===== config.mk =====
export PLATFORM = sky130hd
export DESIGN_NAME = rxt_err_tagger
export DESIGN_NICKNAME = d
export VERILOG_FILES = /design/src/rtl/rxt_pkg.sv /design/src/rtl/rxt_frame_acc.sv /design/src/rtl/rxt_out_fifo.sv /design/src/rtl/rxt_admit.sv /design/src/rtl/rxt_err_tagger.sv
export SDC_FILE = /design/constraint.sdc
export NUM_CORES = 1
export LEC_CHECK = 0
export BUFFER_PORTS_ARGS = -buffer_cell sky130_fd_sc_hd__buf_2
export CAP_MARGIN = 10
export CORE_ASPECT_RATIO = 1.1
export CORE_MARGIN = 1.5
export CORE_UTILIZATION = 40
export CTS_CLUSTER_SIZE = 30
export DETAILED_ROUTE_END_ITERATION = 6
export HOLD_SLACK_MARGIN = 0.02
export PLACE_DENSITY_LB_ADDON = 0.12
export SETUP_SLACK_MARGIN = 0.2
export SKIP_CTS_REPAIR_TIMING = 1
export SLEW_MARGIN = 15
export SYNTH_ARGS = -nofsm -noshare
export SYNTH_HDL_FRONTEND = slang
export SYNTH_HIERARCHICAL = 1
export SYNTH_SLANG_ARGS = --single-unit

===== constraint.sdc =====
create_clock -name clk -period 13.2 [get_ports clk]
set_input_delay 1.32 -clock clk [delete_from_list [all_inputs] [get_ports clk]]
set_output_delay 1.32 -clock clk [all_outputs]
set_load 0.1 [all_outputs]

===== src/rtl/rxt_pkg.sv =====
// Shared widths, error-bit positions and the buffered beat type for the
// receive frame error tagger. Assumes a 64-bit data path only.
package rxt_pkg;
    localparam int DATA_W  = 64;
    localparam int EMPTY_W = 3;
    localparam int ERR_W   = 6;
    localparam int BYTES_PER_BEAT = DATA_W / 8;

    // Error vector bit positions (the client decodes these)
    localparam int ERR_LINE  = 0;
    localparam int ERR_CRC   = 1;
    localparam int ERR_SHORT = 2;
    localparam int ERR_LONG  = 3;
    localparam int ERR_PLEN  = 4;
    localparam int ERR_OVF   = 5;

    typedef struct packed {
        logic               sop;
        logic               eop;
        logic [EMPTY_W-1:0] empty;
        logic [ERR_W-1:0]   err;
        logic [DATA_W-1:0]  data;
    } beat_t;
endpackage


===== src/rtl/rxt_frame_acc.sv =====
// Per-frame accumulator: counts forwarded bytes and remembers line errors,
// and forms the end-of-frame error vector from them and the end-beat flags.
// Assumes adv is high only for beats that are actually forwarded.
module rxt_frame_acc
    import rxt_pkg::*;
#(
    parameter int MAX_FRAME = 1518,
    parameter int MIN_FRAME = 64
) (
    input  logic               clk,
    input  logic               rst_n,
    input  logic               adv,
    input  logic               sop,
    input  logic [EMPTY_W-1:0] empty,
    input  logic               line_err,
    input  logic               crc_bad,
    input  logic               len_err,
    output logic [ERR_W-1:0]   eop_err,
    output logic               line_seen
);
    localparam int LW  = $clog2(MAX_FRAME + 32);
    localparam int CAP = MAX_FRAME + 9;

    logic [LW-1:0] cnt_q, cnt_eff;
    logic          line_q, line_eff;
    int            total;

    // Restart the gathered state on a start beat
    always_comb begin
        cnt_eff  = sop ? '0 : cnt_q;
        line_eff = sop ? 1'b0 : line_q;
        line_seen = line_eff | line_err;
        total = int'(cnt_eff) + BYTES_PER_BEAT - int'(empty);
    end

    // Form the error vector presented with an end beat
    always_comb begin
        eop_err = '0;
        eop_err[ERR_LINE]  = line_seen;
        eop_err[ERR_CRC]   = crc_bad;
        eop_err[ERR_SHORT] = (total < MIN_FRAME);
        eop_err[ERR_LONG]  = (total > MAX_FRAME);
        eop_err[ERR_PLEN]  = len_err;
    end

    // Advance the saturating byte count and line-error memory per forwarded beat
    always_ff @(posedge clk) begin
        if (!rst_n) begin
            cnt_q  <= '0;
            line_q <= 1'b0;
        end else if (adv) begin
            cnt_q  <= (int'(cnt_eff) >= CAP) ? LW'(CAP) : cnt_eff + LW'(BYTES_PER_BEAT);
            line_q <= line_seen;
        end
    end

    // a forwarded start beat leaves exactly one beat of bytes counted
    a_r9_sop_restart: assert property (@(posedge clk) disable iff (!rst_n)
        adv && sop |=> cnt_q == LW'(BYTES_PER_BEAT));

    // a forwarded line error is remembered for the rest of the frame
    a_r4_line_kept: assert property (@(posedge clk) disable iff (!rst_n)
        adv && line_err |=> line_q);
endmodule


===== src/rtl/rxt_out_fifo.sv =====
// Small output buffer that can take two beats in one cycle (a synthetic end
// beat followed by an input beat). Assumes the writer never exceeds free space
// and that push_b is used only together with push_a.
module rxt_out_fifo
    import rxt_pkg::*;
#(
    parameter int DEPTH = 2
) (
    input  logic                         clk,
    input  logic                         rst_n,
    input  logic                         push_a,
    input  beat_t                        beat_a,
    input  logic                         push_b,
    input  beat_t                        beat_b,
    input  logic                         pop,
    output beat_t                        head,
    output logic                         not_empty,
    output logic [$clog2(DEPTH+1)-1:0]   count
);
    localparam int PW = (DEPTH > 1) ? $clog2(DEPTH) : 1;
    localparam int CW = $clog2(DEPTH + 1);

    beat_t         mem [DEPTH];
    logic [PW-1:0] rd_q, wr_q, wr_b;

    // Second write slot follows the first, wrapping at DEPTH
    always_comb wr_b = PW'((int'(wr_q) + 1) % DEPTH);

    // Store pushed beats
    always_ff @(posedge clk) begin
        if (push_a) mem[wr_q] <= beat_a;
        if (push_b) mem[wr_b] <= beat_b;
    end

    // Move pointers and occupancy
    always_ff @(posedge clk) begin
        if (!rst_n) begin
            rd_q  <= '0;
            wr_q  <= '0;
            count <= '0;
        end else begin
            wr_q  <= PW'((int'(wr_q) + int'(push_a) + int'(push_b)) % DEPTH);
            if (pop) rd_q <= PW'((int'(rd_q) + 1) % DEPTH);
            count <= CW'(int'(count) + int'(push_a) + int'(push_b) - int'(pop));
        end
    end

    assign head      = mem[rd_q];
    assign not_empty = (count != '0);

    // the buffer never holds more than its depth
    a_r8_fifo_bound: assert property (@(posedge clk) disable iff (!rst_n)
        int'(count) <= DEPTH);

    // a second push in one cycle always rides behind a first one
    a_r10_pair_order: assert property (@(posedge clk) disable iff (!rst_n)
        push_b |-> push_a);
endmodule


===== src/rtl/rxt_admit.sv =====
// Admission control: decides per cycle which beats enter the output buffer,
// inserts synthetic end beats for overflowed and early-ended frames, and
// tracks whether a frame is open or being discarded. Assumes the input can
// never be stalled.
module rxt_admit
    import rxt_pkg::*;
#(
    parameter int DEPTH = 2
) (
    input  logic                       clk,
    input  logic                       rst_n,
    input  logic                       in_valid,
    input  logic                       in_sop,
    input  logic                       in_eop,
    input  logic [DATA_W-1:0]          in_data,
    input  logic [EMPTY_W-1:0]         in_empty,
    input  logic [$clog2(DEPTH+1)-1:0] count,
    input  logic                       pop,
    input  logic [ERR_W-1:0]           eop_err,
    input  logic                       line_seen,
    output logic                       adv,
    output logic                       push_a,
    output beat_t                      beat_a,
    output logic                       push_b,
    output beat_t                      beat_b
);
    logic             open_q, drop_q, force_q, force_sop_q;
    logic [ERR_W-1:0] force_err_q;

    logic  s_force, s_close, s_req, s_go, blocked;
    logic  i_req, i_go, i_ovf, i_silent;
    int    space;
    beat_t synth, inb;

    // Decide which synthetic and input beats fit this cycle
    always_comb begin
        space    = DEPTH - int'(count) + int'(pop);
        s_force  = force_q;
        s_close  = !force_q && in_valid && in_sop && open_q && !drop_q;
        s_req    = s_force || s_close;
        s_go     = s_req && (space >= 1);
        blocked  = s_req && !s_go;
        i_req    = in_valid && (in_sop || (open_q && !drop_q));
        i_go     = i_req && !blocked && ((space - int'(s_go)) >= 1);
        i_ovf    = i_req && !blocked && !i_go;
        i_silent = i_req && blocked;
        adv      = i_go;
    end

    // Assemble the synthetic end beat and the forwarded input beat
    always_comb begin
        synth       = '0;
        synth.eop   = 1'b1;
        synth.sop   = s_force ? force_sop_q : 1'b0;
        synth.err   = s_force ? force_err_q : ERR_W'(1) << ERR_LINE;
        inb.sop     = in_sop;
        inb.eop     = in_eop;
        inb.data    = in_data;
        inb.empty   = in_eop ? in_empty : '0;
        inb.err     = in_eop ? eop_err : '0;
    end

    // Route beats to the two buffer write slots, synthetic beat first
    always_comb begin
        push_a = s_go ? 1'b1 : i_go;
        beat_a = s_go ? synth : inb;
        push_b = s_go && i_go;
        beat_b = inb;
    end

    // Track pending synthetic end beats
    always_ff @(posedge clk) begin
        if (!rst_n) begin
            force_q     <= 1'b0;
            force_sop_q <= 1'b0;
            force_err_q <= '0;
        end else if (i_ovf) begin
            force_q     <= 1'b1;
            force_sop_q <= in_sop;
            force_err_q <= (ERR_W'(1) << ERR_OVF) | (ERR_W'(line_seen) << ERR_LINE);
        end else if (blocked && s_close) begin
            force_q     <= 1'b1;
            force_sop_q <= 1'b0;
            force_err_q <= ERR_W'(1) << ERR_LINE;
        end else if (s_go && s_force) begin
            force_q     <= 1'b0;
        end
    end

    // Track the open and discarding state of the input frame
    always_ff @(posedge clk) begin
        if (!rst_n) begin
            open_q <= 1'b0;
            drop_q <= 1'b0;
        end else if (i_go) begin
            open_q <= !in_eop;
            drop_q <= 1'b0;
        end else if (i_ovf || i_silent) begin
            open_q <= !in_eop;
            drop_q <= !in_eop;
        end else if (in_valid && open_q && drop_q && in_eop) begin
            open_q <= 1'b0;
            drop_q <= 1'b0;
        end
    end

    // an overflow always leaves a synthetic end beat pending
    a_r8_force_after_ovf: assert property (@(posedge clk) disable iff (!rst_n)
        i_ovf |=> force_q);

    // stray non-start beats outside a frame never enter the buffer
    a_r11_stray_ignored: assert property (@(posedge clk) disable iff (!rst_n)
        in_valid && !in_sop && !open_q && !force_q |-> !push_a);
endmodule


===== src/rtl/rxt_err_tagger.sv =====
// Top of the receive frame error tagger: forwards 64-bit receive beats to a
// ready/valid client and tags each frame's end beat with a 6-bit error vector.
// Assumes the upstream source cannot be back-pressured.
module rxt_err_tagger
    import rxt_pkg::*;
#(
    parameter int MAX_FRAME = 1518,
    parameter int MIN_FRAME = 64,
    parameter int DEPTH     = 2
) (
    input  logic               clk,
    input  logic               rst_n,
    input  logic               in_valid,
    input  logic               in_sop,
    input  logic               in_eop,
    input  logic [63:0]        in_data,
    input  logic [2:0]         in_empty,
    input  logic               in_line_err,
    input  logic               in_crc_bad,
    input  logic               in_len_err,
    input  logic               out_ready,
    output logic               out_valid,
    output logic               out_sop,
    output logic               out_eop,
    output logic [63:0]        out_data,
    output logic [2:0]         out_empty,
    output logic [5:0]         out_err
);
    localparam int CW = $clog2(DEPTH + 1);

    logic             adv, push_a, push_b, pop, not_empty, line_seen;
    logic [ERR_W-1:0] eop_err;
    logic [CW-1:0]    count;
    beat_t            beat_a, beat_b, head;

    rxt_frame_acc #(.MAX_FRAME(MAX_FRAME), .MIN_FRAME(MIN_FRAME)) u_acc (
        .clk(clk), .rst_n(rst_n), .adv(adv), .sop(in_sop), .empty(in_empty),
        .line_err(in_line_err), .crc_bad(in_crc_bad), .len_err(in_len_err),
        .eop_err(eop_err), .line_seen(line_seen)
    );

    rxt_admit #(.DEPTH(DEPTH)) u_admit (
        .clk(clk), .rst_n(rst_n), .in_valid(in_valid), .in_sop(in_sop),
        .in_eop(in_eop), .in_data(in_data), .in_empty(in_empty),
        .count(count), .pop(pop), .eop_err(eop_err), .line_seen(line_seen),
        .adv(adv), .push_a(push_a), .beat_a(beat_a), .push_b(push_b), .beat_b(beat_b)
    );

    rxt_out_fifo #(.DEPTH(DEPTH)) u_fifo (
        .clk(clk), .rst_n(rst_n), .push_a(push_a), .beat_a(beat_a),
        .push_b(push_b), .beat_b(beat_b), .pop(pop), .head(head),
        .not_empty(not_empty), .count(count)
    );

    // Present the buffer head to the client
    always_comb begin
        pop       = not_empty && out_ready;
        out_valid = not_empty;
        out_sop   = head.sop;
        out_eop   = head.eop;
        out_data  = head.data;
        out_empty = head.empty;
        out_err   = head.err;
    end

    // error vector only on end beats
    a_r2_err_on_eop: assert property (@(posedge clk) disable iff (!rst_n)
        out_valid && !out_eop |-> out_err == '0);

    // empty count only on end beats
    a_r2_empty_on_eop: assert property (@(posedge clk) disable iff (!rst_n)
        out_valid && !out_eop |-> out_empty == '0);

    // a stalled beat is held unchanged
    a_r3_hold_stalled: assert property (@(posedge clk) disable iff (!rst_n)
        out_valid && !out_ready |=> out_valid && $stable(out_data) && $stable(out_err)
            && $stable(out_sop) && $stable(out_eop) && $stable(out_empty));

    // an overflow-tagged beat is a zero-data end beat
    a_r8_ovf_beat_shape: assert property (@(posedge clk) disable iff (!rst_n)
        out_valid && out_err[ERR_OVF] |-> out_eop && out_data == '0 && out_empty == '0);
endmodule


Word level (Yosys, flattened, before mapping)
Memory sizes are Yosys's and may differ from the RTL's. A register that Yosys moved wholly into a read port is not among the register bits.
Cells that the tools add are included.
Word-level totals
  register bits: 22
  RAM bits: 150
  bits of input ports: 76
  output and inout bits: 76
  word-level logic and storage cells: 90
  memories: 1
Memories
  u_fifo.mem: depth 2, bits a word 75, rd ports 1, clocked after Yosys merged registers in 1, wr ports 2, line rxt_out_fifo.sv:23  | beat_t mem [DEPTH];
Operators by class
  $add $sub $neg: 13
  $lt $le $gt $ge: 5
  multiplexer cells: 25
  bitwise operators: 2
  reduce and logical (&&, ||, !) cells: 34
Operators by type and width (count)
  2-to-1 mux 75 bit: 1
  greater-or-equal comparator 32 x 2 -> 1 bit (second input constant): 2
  adder 32 x 2 -> 32 bit: 1
  > comparator 32 x 12 -> 1 bit (second input constant): 1
  less-than comparator 32 x 8 -> 1 bit (second input constant): 1
  subtractor 32 x 2 -> 32 bit: 1
  subtractor 32 x 4 -> 32 bit: 1
  2-to-1 mux 11 bit: 2
  logical AND 1 bit: 19
  2-to-1 mux 6 bit: 3
  2-to-1 mux 1 bit: 17
  adder 11 x 4 -> 12 bit (second input constant): 1
  adder 11 x 4 -> 11 bit (second input constant): 1
  greater-or-equal comparator 11 bit (second input constant): 1
  logical NOT 1 bit: 6
  nonzero test 2 bit: 3
  nonzero test 3 bit: 2
  2-to-1 mux 5 bit: 1
  logical OR 1 bit: 3
  2-to-1 mux 3 bit: 1
  subtractor 2 x 2 -> 3 bit (first input constant): 1
  adder 1 bit: 2
  adder 1 bit (second input constant): 2
  adder 2 x 1 -> 2 bit: 1
  5 further kinds: 5

Depth between registers and ports, before layout
Gate-level depths: netlist (run 1).
  word-level depth: 17
  depth in mapped cells: 21
  depth with buffers taken out: 20

Modules after synthesis
The synthesis (run 1) kept the hierarchy.
Modules (own cells, without submodules)
  rxt_out_fifo: times used 1, cells an instance 423, area each 8100.3 sq um
  rxt_admit: times used 1, cells an instance 225, area each 1666.6 sq um
  rxt_frame_acc: times used 1, cells an instance 173, area each 1377.6 sq um
  rxt_err_tagger: times used 1, cells an instance 1, area each 6.3 sq um

Worst setup path after synthesis (run 1)
OpenSTA, ideal clock, no wires.
  path kind: input to register
  start point: input out_ready
  end point: memory u_fifo/mem[1][0] (netlist name) (enable)
  library setup time: 612 ps
  arrival time: 9402 ps
  required time: 12588 ps
  path slack: 3186 ps
  stages on the path: 16
  cells stage by stage: and2_1 > ha_1 > ha_1 > and3_1 > o21a_1 > or3_4 > buf_6 > inv_1 > ha_1 > ha_1 > nand2_1 > o22ai_1 > or3_1 > nor2_1 > inv_1 > o21ai_0
RTL lines
  from (decl): line rxt_err_tagger.sv:21  | input logic out_ready,
  to (decl): line rxt_out_fifo.sv:23

==> flow_metrics.tcl, run 1 <==
set metrics [dict create \
    status "finished clean" \
    area_growth_pct 8.97 \
    synth_mux_area_share_pct 28.2 \
    design_area_sq_um 12200 \
    hold_class "flip-flop to flip-flop" \
    tns_ps 0 \
    final_util_pct 44.7 \
    synth-main-ff-cell "edfxtp_1" \
    place_congestion 0.761 \
    cp.arrival_ps 6880 \
    drc_errors 0 \
    rsz0062_at_grt "false" \
    routed_wl_microns 21900 \
    ys_seq_area_share_pct 44.5 \
    synth_seq_cells 173 \
    start_kind "input pin" \
    cp_slowest_cell "buf_4" \
    finalHoldViolCount 0 \
    synth_fa_ha_area_share_pct 3.84 \
    timing.final.crit_share_pct 50.8 \
    cts_root_buf "clkbuf_16" \
    synth_cell_types 63 \
    dpl_cell_area_sq_um 11600 \
    setup.worst_path.end_class "flip-flop" \
    finalCriticalPeriod_ps 6710 \
    rows 63 \
    hold_slack_ps 467 \
    grt_pass1_wl_microns 34100 \
    ios 152 \
    skew_ps 11.4 \
    path_delay_family "simple AND/OR/NAND/NOR gates" \
    post-dp-hpwl_microns 14200 \
    antenna_found_initial 2 \
    fp.dieH_microns 178 \
    cpPeakStageDelay_ps 830 \
    syn_nets 931 \
    grt_use_total_pct 15.4 \
    netlist_area_sq_um 11200 \
    die_w_microns 162 \
    regArea_sq_um 4970 \
    grt_start_max_net_pins 78 \
    drt_iter0_drc 243 \
    slew_violations 0 \
    multi_input_area_sq_um 5280 \
    syn_area_per_cell_sq_um 13.6 \
    synth-warning-count 6 \
    floorplan.initialDensity_pct 41.0 \
    synthXorXnorAreaFrac_pct 1.54 \
    clock_path_buffers 2 \
    cap_violations 0 \
    synth_cells 822 \
    path_max_fanout 77 \
    clkLatencyLatePin_ps 430 \
    cpMostUsedCell "ha_1" \
    worstMarginPinSlew_ps 1010 \
    worstPathRequired_ps 13370 \
    finalSetupViolations 0 \
    synth-simple-area-share_pct 9.23 \
    path_cells "buf_2, and2_1, ha_1, ha_1, nor2_1, o21a_1, or3_4, inv_1, ha_1, ha_1, a221oi_1, o22ai_1, or3_1, nor2_1, ha_4, buf_4, mux2_2" \
    synth_edf_count 150 \
    cts_tree "built" \
    htree_num_levels 4 \
    fmax_mhz 149 \
    num_vias 6172 \
    relSlewSlack_pct 32.7 \
    cts.sinks 173 \
    synth-compound-area-share_pct 4.15 \
    layout.nets 1000 \
    drive_gt1_share_pct 49.8 \
    synth_top_family_by_area "multiplexers" \
    cts_buffers 17 \
    fp.dieArea_sq_um 28900 \
    crit_type "input pin to flip-flop" \
    async_flop_share_pct 0 \
    fill_cells 2515 \
    final_cell_mix "buf_2 (151), mux2_4 (151), edfxtp_1 (150)" \
    clk_pin_slew_ps 70 \
    critPathBufInv 3 \
    viasPerCell 4.89 \
    dr.pass1.iters 4 \
    wl_per_cell_microns 17.3 \
    grt_pass1_vias 6325 \
    core_sq_um 27200 \
    io_buffers 151 \
    ant_nets 0 \
    grt-ovfl-total 0 \
]
==> metrics by stage <==
step / setup slack (ps) / instances
floorplan: 3190 / 822
detailed placement: 6010 / 1229
CTS: 6460 / 1261
global placement: 6200 / 1229
global route: 6090 / 1261
finish: 6490 / 1263
==> synthesized netlist by cell type, types with 3 or more instances <==
master,instances,area (sq um)
nor3_1,3,15.0
inv_1,27,101
a211oi_1,4,30.0
buf_6,20,225
nor2_1,14,52.6
xnor2_1,13,114
ha_1,31,388
clkbuf_1,8,30.0
and2_4,20,175
mux2i_1,4,40.0
edfxtp_1,150,4500
buf_4,70,526
o21ai_1,5,25.0
nor2b_1,8,50.1
buf_2,6,30.0
a31oi_1,4,25.0
nand2_1,28,105
a21o_1,3,22.5
mux2_2,76,856
a21oi_1,11,55.1
a21boi_0,4,30.0
o21a_1,3,22.5
nand3_1,3,15.0
o21ai_0,14,70.1
mux2_4,150,2250
xor2_1,4,35.0
and2_1,67,419
dfxtp_1,23,460
==> registers in the layout (all words and copies together), names as in the netlist, named ones only <==
| signal | flops |
|---|---|
| u_fifo/mem | 150 |
| u_acc/line_q | 1 |
| u_admit/force_sop_q | 1 |
| u_fifo/rd_q | 1 |
| u_admit/force_err_q | 2 |
| u_acc/cnt_q | 11 |
| u_fifo/count | 2 |
| u_admit/force_q | 1 |
| u_admit/drop_q | 1 |
| u_fifo/wr_q | 1 |
| u_admit/open_q | 1 |
==> worst paths after layout <==
path              depth (start not counted)  slack [ps]                to             from
setup / recovery                         17        6490  u_fifo/mem[1][0]        out_ready
hold reg to reg                           2         470    u_acc/cnt_q[2]   u_acc/cnt_q[2]
hold / removal                            2         470    u_acc/cnt_q[2]   u_acc/cnt_q[2]
setup reg to reg                         17        6780  u_fifo/mem[1][0]  u_fifo/count[0]
==> layout make-up <==
| cell class | instances | share of cell area, % |
|---|---|---|
| clock buffers | 17 | 3.50 |
| inverters | 27 | 0.834 |
| repair buffers | 156 | 6.53 |
| clock inverters | 15 | 1.04 |
| diodes | 2 | 0.0412 |
| well taps | 357 | 3.68 |
| multi-input cells | 516 | 43.5 |
| flip-flops and latches | 173 | 40.9 |
==> worst min-delay path: stages, from the launching register on <==
cell	delay (ps)
dfxtp_1	310
nand2_1	50
a21boi_0	60
==> kinds of logic after synthesis <==
family                   Yosys count
buffers and inverters            133
flip-flops                       173
multiplexers                     230
AND/OR/NAND/NOR                  167
other                              1
adder cells (fa/ha/maj)           33
XOR/XNOR                          18
AO/OA/AOI/OAI                     67
==> metal layers <==
metal / routed length [microns] / global-route usage (%)
met5: 0 / 0
met4: 223 / 4.09
met3: 810 / 3.14
met2: 10700 / 27.1
met1: 10100 / 19.3
Power of run 1 is not shown: default switching activity piles up to over one toggle a cycle in this logic, so the estimate is an artifact.
==> run 2: changes to the inputs <==
clock period = 6.17 ns   (was 13.2 ns; I/O delays follow)
==> run 2 against run 1 <==
Net effect:
- die area did not move
- highest routed layer unchanged
- critical endpoint is now u_fifo/mem[0][6]
- cell count rose by 0.16%
- register-to-register slack got worse by 5700 ps
==> flow_metrics.tcl, run 2 (same netlist as run 1, synthesis figures left out) <==
set metrics [dict create \
    cts.sinks 173 \
    drt_iter0_drc 255 \
    floorplan.initialDensity_pct 41.0 \
    ant_nets 0 \
    crit_type "flip-flop to flip-flop" \
    cpPeakStageDelay_ps 610 \
    path_max_fanout 29 \
    start_kind "flip-flop" \
    reg_top3 "u_fifo/mem: 150 flops, u_acc/cnt_q: 11 flops" \
    setup.worst_path.end_class "flip-flop" \
    multi_input_area_sq_um 5280 \
    slew_violations 0 \
    fill_cells 2520 \
    grt_pass1_wl_microns 33700 \
    tns_ps 0 \
    wl_per_cell_microns 17.1 \
    post-dp-hpwl_microns 13800 \
    top_register "u_fifo/mem" \
    dr.pass1.iters 4 \
    r2r_start "u_fifo/count[0]" \
    finalCriticalPeriod_ps 5140 \
    drive_gt1_share_pct 49.3 \
    antenna_found_initial 0 \
    clkLatencyLatePin_ps 430 \
    status "finished clean" \
    regArea_sq_um 4970 \
    met3_usage_pct 3.23 \
    layout.nets 1004 \
    grt_pass1_vias 6333 \
    timing.final.crit_share_pct 83.3 \
    fp.dieArea_sq_um 28900 \
    skew_ps 10.0 \
    viasPerCell 4.89 \
    largest_reg_flops 150 \
    cp.arrival_ps 5310 \
    num_vias 6185 \
    worstPathRequired_ps 6350 \
    htree_num_levels 4 \
    ios 152 \
    grt-ovfl-total 0 \
    clock_path_buffers 2 \
    drc_errors 0 \
    cp_slowest_cell "ha_4" \
    path_cells "or2_2, and2_1, ha_1, ha_1, and3_1, o21a_1, or3_4, inv_1, ha_1, ha_1, nand2_1, o22ai_1, or3_1, nor2_1, ha_4, buf_12, mux2_2" \
    cts_buffers 17 \
    rrSetupSlack_ps 1030 \
    hold_path_startpoint "u_acc/cnt_q[2]" \
    busiest_layer "met2" \
    grt_start_max_net_pins 77 \
    routed_wl_microns 21600 \
    antenna_cells 0 \
    finalSetupViolations 0 \
    cpMostUsedCell "ha_1" \
    timing.final.ws_setup_ps 1030 \
    core_sq_um 27200 \
    clk_pin_slew_ps 60 \
    final_cell_mix "buf_2 (151), mux2_4 (151), edfxtp_1 (150)" \
    min_path_cells 2 \
    cts_tree "built" \
    io_buffers 151 \
    relSlewSlack_pct 45.3 \
    worstMarginPinSlew_ps 821 \
    critPathBufInv 2 \
    reg2reg_to "u_fifo/mem[0][6]" \
    place_ws_ps 974 \
    hold_class "flip-flop to flip-flop" \
    die_w_microns 162 \
    use_met2_pct 26.6 \
    met1_usage_pct 19.1 \
    fmax_mhz 195 \
    rsz0062_at_grt "false" \
    area_growth_pct 10.4 \
    place_congestion 0.723 \
    cap_violations 0 \
    rows 63 \
    worstRegToRegCells 17 \
    grt_use_total_pct 15.2 \
    finalHoldViolCount 0 \
    fp.dieH_microns 178 \
    min_to "u_acc/cnt_q[2]" \
    cts_root_buf "clkbuf_16" \
    path_delay_family "simple AND/OR/NAND/NOR gates" \
]
[run 2: changes by cell type in the layout (fill, tap and decap cells not counted)]
cell | previous run | this run
buf_12 | 0 | 6
buf_4 | 5 | 3
bufinv_16 | 0 | 4
clkbuf_1 | 0 | 4
clkinv_1 | 0 | 2
clkinv_2 | 2 | 1
clkinv_4 | 1 | 2
clkinvlp_4 | 4 | 1
diode_2 | 2 | 0
inv_6 | 5 | 1
inv_8 | 3 | 0
[run 2: area by class of cell]
class	count	share of cell area, %
well taps	357	3.63
clock inverters	11	1.35
inverters	27	0.824
clock buffers	21	3.58
flip-flops and latches	173	40.4
repair buffers	160	7.30
multi-input cells	516	42.9
[run 2: worst min-delay path, stage by stage (launching register included)]
cell and delay [ps]:
dfxtp_1 310, nand2_1 40, a21boi_0 70
[run 2: worst max path at each step]
| stage | from | end | slack (ps) | cells past startpoint |
|---|---|---|---|---|
| detailed placement | out_ready | u_fifo/mem[0][5] | 970 | 17 |
| floorplan | u_fifo/count[0] | u_fifo/mem[1][0] | 680 | 17 |
| finish | u_fifo/count[0] | u_fifo/mem[0][6] | 1030 | 17 |
| global route | u_fifo/count[0] | u_fifo/mem[0][3] | 730 | 17 |
| global placement | out_ready | u_fifo/mem[0][9] | 1000 | 17 |
| CTS | u_fifo/count[0] | u_fifo/mem[0][3] | 1000 | 17 |
[run 2: per-layer routing]
layer | routed length [microns] | part of all wire, % | up-vias
met1 | 9990 | 46 | 3010
met2 | 10600 | 49 | 115
li1 | - | - | 3045
met4 | 230 | 1.1 | 0
met5 | 0 | 0 | -
met3 | 733 | 3.4 | 15
[run 2: per-stage QoR]
stage / util [%] / hold slack (ps) / std cells / cell area, sq um
after floorplan: - / 444 / 822 / 11200
after global placement: 43.0 / 454 / 1233 / 11700
after detailed placement: 43.0 / 465 / 1233 / 11700
after CTS: 45.2 / 475 / 1265 / 12300
after global routing: 45.2 / 486 / 1265 / 12300
final: 45.2 / 468 / 1265 / 12300
Power of run 2 is left out for the same reason.
